## config.mk

```make
export PLATFORM = sky130hd
export DESIGN_NAME = host_cmd_mailbox
export DESIGN_NICKNAME = d
export VERILOG_FILES = /design/src/rtl/host_cmd_mailbox.sv
export SDC_FILE = /design/constraint.sdc
export NUM_CORES = 1
export LEC_CHECK = 0
export CORE_UTILIZATION = 30
export CTS_CLUSTER_SIZE = 10
export DETAILED_ROUTE_END_ITERATION = 7
export PLACE_DENSITY = 0.7
export SLEW_MARGIN = 20
export SYNTH_ARGS = -nofsm -noshare
export SYNTH_HDL_FRONTEND = slang
export SYNTH_SLANG_ARGS = --single-unit
```

## constraint.sdc

```tcl
create_clock -name clk -period 1 [get_ports clk]
set_clock_uncertainty 0.2 [all_clocks]
set_input_delay 0.15 -clock clk [delete_from_list [all_inputs] [get_ports clk]]
set_output_delay 0.15 -clock clk [all_outputs]
set_load 0.02 [all_outputs]
```

## src/rtl/host_cmd_mailbox.sv

```systemverilog
module host_cmd_mailbox #(
  parameter int DW = 8
) (
  input  logic          clk,
  input  logic          rst_n,
  input  logic          host_wr,
  input  logic          host_rd,
  input  logic          host_sel,
  input  logic [DW-1:0] host_wdata,
  output logic [DW-1:0] host_rdata,
  input  logic          slv_rd_idr,
  input  logic          slv_wr_odr,
  input  logic          slv_wr_status,
  input  logic [DW-1:0] slv_wdata,
  output logic [DW-1:0] slv_idr,
  output logic [DW-1:0] slv_status,
  output logic          slv_irq
);
  localparam int OBF_B = 0;
  localparam int IBF_B = 1;
  localparam int CD_B  = 3;
  localparam logic [DW-1:0] USER_MASK = {{(DW-4){1'b1}}, 4'b0100};

  logic [DW-1:0] idr, odr, user;
  logic ibf, obf, cd;
  logic host_data_rd;

  assign host_data_rd = host_rd && !host_sel;

  always_ff @(posedge clk or negedge rst_n) begin
    if (!rst_n) begin
      idr <= '0;
      cd  <= 1'b0;
      ibf <= 1'b0;
    end else begin
      if (host_wr) begin
        idr <= host_wdata;
        cd  <= host_sel;
      end
      if (host_wr)         ibf <= 1'b1;
      else if (slv_rd_idr) ibf <= 1'b0;
    end
  end

  always_ff @(posedge clk or negedge rst_n) begin
    if (!rst_n) begin
      odr <= '0;
      obf <= 1'b0;
    end else begin
      if (slv_wr_odr) odr <= slv_wdata;
      if (slv_wr_odr)        obf <= 1'b1;
      else if (host_data_rd) obf <= 1'b0;
    end
  end

  always_ff @(posedge clk or negedge rst_n) begin
    if (!rst_n)             user <= '0;
    else if (slv_wr_status) user <= slv_wdata & USER_MASK;
  end

  always_comb begin
    slv_status        = user;
    slv_status[OBF_B] = obf;
    slv_status[IBF_B] = ibf;
    slv_status[CD_B]  = cd;
  end

  assign host_rdata = host_sel ? slv_status : odr;
  assign slv_idr    = idr;
  assign slv_irq    = ibf;

  a_r2_ibf_set: assert property (@(posedge clk) disable iff (!rst_n)
    host_wr |=> slv_status[IBF_B]);
  a_r4_ibf_hold: assert property (@(posedge clk) disable iff (!rst_n)
    (slv_status[IBF_B] && !slv_rd_idr) |=> slv_status[IBF_B]);
  a_r4_ibf_clear: assert property (@(posedge clk) disable iff (!rst_n)
    (slv_rd_idr && !host_wr) |=> !slv_status[IBF_B]);
  a_r3_cd_capture: assert property (@(posedge clk) disable iff (!rst_n)
    host_wr |=> (slv_status[CD_B] == $past(host_sel)));
  a_r3_cd_stable: assert property (@(posedge clk) disable iff (!rst_n)
    !host_wr |=> $stable(slv_status[CD_B]));
  a_r9_obf_set: assert property (@(posedge clk) disable iff (!rst_n)
    slv_wr_odr |=> slv_status[OBF_B]);
  a_r7_user_stable: assert property (@(posedge clk) disable iff (!rst_n)
    !slv_wr_status |=> $stable(slv_status & USER_MASK));
  a_r6_irq_follows: assert property (@(posedge clk) disable iff (!rst_n)
    (host_wr |=> slv_irq));
endmodule

```

==> metrics.md <==
| Metric | Value |
|---|---|
| Post-Place Setup Slack | -1.03 ns |
| Maximum number of pins on one net before global-route repair | 25 |
| Max Cap Viol | 0 |
| Violations in the final reports | setup timing |
| CTS clk-pin slew, worst paths | about 0.08 ns |
| Power share of the clock group | between 20% and 30% |
| Core Area | about 3400 um^2 |
| Avg Synthesized Cell Area | about 17 um^2 |
| Remaining number of nets flagged by the antenna check after routing | 0 |
| Summed instance area of the synthesized netlist | 1110 um^2 |
| Setup slack of the worst register-to-register path | -0.11 ns |
| Final standard cell area without fillers | between 2000 and 2500 um^2 |
| Portion of the post-synthesis area used by sequential elements | a little over half |
| Pint | 2.03 mW |
| Congestion Overflow GR | 0 |
| Routed wire length | between 2000 and 3000 um |
| H-tree depth | 1 |
| Half-perimeter wire length of the detailed placement result | between 1500 and 2000 um |
| Count of placed standard cells including taps | between 150 and 200 |
| Max VDD drop | just over 0.5 mV |
| Overall Power | about 2.7 mW |
| Worst setup margin | -0.420 ns |
| Via count | between 700 and 800 |
| Number of I/O pins | between 40 and 50 |
| Slew Viols, Final | 0 |
| Commonest cells after routing, fill and taps aside | 37 x sky130_fd_sc_hd__buf_6, 25 x sky130_fd_sc_hd__mux2_4, 19 x sky130_fd_sc_hd__clkdlybuf4s50_1 |
| Number of nets in the synthesized netlist | 88 |
| Share of final-layout standard cells stronger than drive strength 1 | about 74% |
| Post-Route Utilization | 58.5% |
| Data arrival time of the critical path | approximately 1.1 ns |
| Number of clock sinks | 24 |
| Vias/cell | between 4 and 5 |
| Effective utilization at floorplan | between 30% and 40% |
| Hold_buf cts | 0 |
| WHS | between 0.03 and 0.04 ns |
| Filler cell count | between 200 and 300 |
| Master cell of the clock root buffer | sky130_fd_sc_hd__clkbuf_8 |
| Global-route wire length before repair | roughly 4300 um |
| Netlist cell types | 8 |
| Sequential cell fraction of total power | approximately two fifths |
| DRC marker count from the first detailed-route iteration | 22 |
| Final antenna diode count | 0 |
| Largest driver fanout on the critical path | 2 |
| Share of total power consumed by net switching | 25.5% |
| Critical Setup Path Class | reg -> out |
| Insertion delay to the later sink of the worst-skew pair | roughly 0.26 ns |
| Unrepaired setup endpoints after global routing | true |
| Vias in the first global route | roughly 860 |
| Cell area after placement | roughly 1800 um^2 |
| Warnings, synthesis | 0 |
| Maximum clock rate | 704 MHz |
| Portion of total power attributed to combinational logic | a little over a third |
| Last weighted congestion value of the routability-driven placer | roughly 0.66 |
| Max clock buf depth | 2 |
| Nets@finish | 160 |
| Count of TritonRoute iterations in the first routing pass | 2 |
| Post-synthesis cell count | 64 |
| Outcome | finished with violations |
| #FFs+latches synth | 24 |
| Most common cell after layout, fill and taps aside | sky130_fd_sc_hd__buf_6 |
| Reg2Reg Launch Point | user[6] |
| Slew at the pin with the worst max-slew slack | between 0.2 and 0.3 ns |
| Worst Path Required | between 0.6 and 0.7 ns |
| Final setup violating endpoints | around 40 |
| Number of buffer cells added on primary ports | 48 |
| Number of buffers created by CTS | 3 |
| Number of cell rows | 21 |
| Worst setup path startpoint | slv_irq |
| Area enclosed by the die boundary | 3960 um^2 |
| DR WL/cell | about 15 um |
| Worst relative slew slack | between 80 and 90% |
| DRC violation count after routing | 0 |
| Worst reg2reg path endpoint | user[6] |
| Class of the tightest hold or removal check | in -> async |
| Count of final hold-check violations | 0 |
| Height of the die | about 63 um |
| Switching pwr | between 0.6 and 0.7 mW |
| Die Width | 62.9 um |
| R2R cell count | 2 |
| Minimum clock period after layout | 1.42 ns |
| Antenna violations before repair | 0 |
| Power per standard cell area | 1360 nW/um^2 |
| Crit share post-route | 142% |
| Count of placed standard cells in the final layout, fillers left out | 181 |
| Area growth from synthesis to layout | 80.8% |
| Static leakage | 0.957 nW |
| Startpoint Class | flop |
| Crit end category | output port |
| Combined global-route utilization of all metal layers | 14.3% |
| Clock tree from TritonCTS | done |
| Setup TNS | -8.49 ns |
-- state kept, by name, summed over array words and instances (netlist names) --
register and count:
odr 8, slv_idr 8, user 5, cd 1, obf 1, slv_irq 1
-- worst max-delay path, stage by stage, from the launching register on --
cell,delay (ns)
sky130_fd_sc_hd__dfrtp_2,0.41
sky130_fd_sc_hd__mux2_4,0.26
sky130_fd_sc_hd__buf_6,0.13
-- cells by family (layout without fill, tap and decap cells) --
| logic type | after synthesis | in the layout | synth area share (%) |
|---|---|---|---|
| compound gates | 2 | 2 | 1.35 |
| mux | 30 | 30 | 38.8 |
| buf+inv | 7 | 78 | 5.39 |
| flops | 24 | 24 | 53.9 |
| simple gates | 1 | 1 | 0.562 |
-- cells in the mapped netlist (all sizes together) --
| library cell | instances | area (um^2) |
|---|---|---|
| mux2 | 30 | 432 |
| dfrtp | 24 | 601 |
| buf | 6 | 56.3 |
| a21o | 2 | 15.0 |
| inv | 1 | 3.75 |
| nand2b | 1 | 6.26 |
-- worst max-delay path by stage --
stage / slack (ns) / cells after the start / end
CTS: -0.43 / 2 / host_rdata[6]
floorplan: -0.1 / 1 / host_rdata[1]
global route: -0.45 / 2 / host_rdata[2]
global placement: -0.98 / 4 / host_rdata[4]
detailed placement: -1.03 / 4 / host_rdata[5]
finish: -0.42 / 2 / host_rdata[1]
-- metal layers --
metal | up-vias | routed length (um) | GRT usage, %
li1 | 361 | - | -
met3 | 4 | 122 | 2.55
met5 | - | 0 | 0
met4 | 0 | 43 | 6.98
met2 | 30 | 1390 | 24.6
met1 | 392 | 1140 | 17.0
-- layout make-up --
cell class	instances	area (um^2)	area share [%]
clock buffer	4	55.1	2.73
inverter	1	3.75	0.186
multi-input combinational	33	453	22.5
sequential	24	618	30.7
tap	46	57.6	2.86
timing repair buffer	73	826	41.0
-- power by group through the flow --
stage | combinational (mW) | sequential [mW] | clock [mW]
floorplan | 0.322 | 1.21 | 0
global placement | 0.823 | 1.14 | 0
detailed placement | 0.838 | 1.15 | 0
CTS | 0.938 | 1.14 | 0.675
global route | 0.995 | 1.15 | 0.701
finish | 0.949 | 1.14 | 0.645
-- what timing repair did --
action | in CTS | in global routing
setup endpoints to repair | 48 | 44
buffers inserted | 5 | 7
cloned | 2 | 0
gates resized for setup | 167 | 6
No activity file was read; power rests on OpenSTA's default activity.
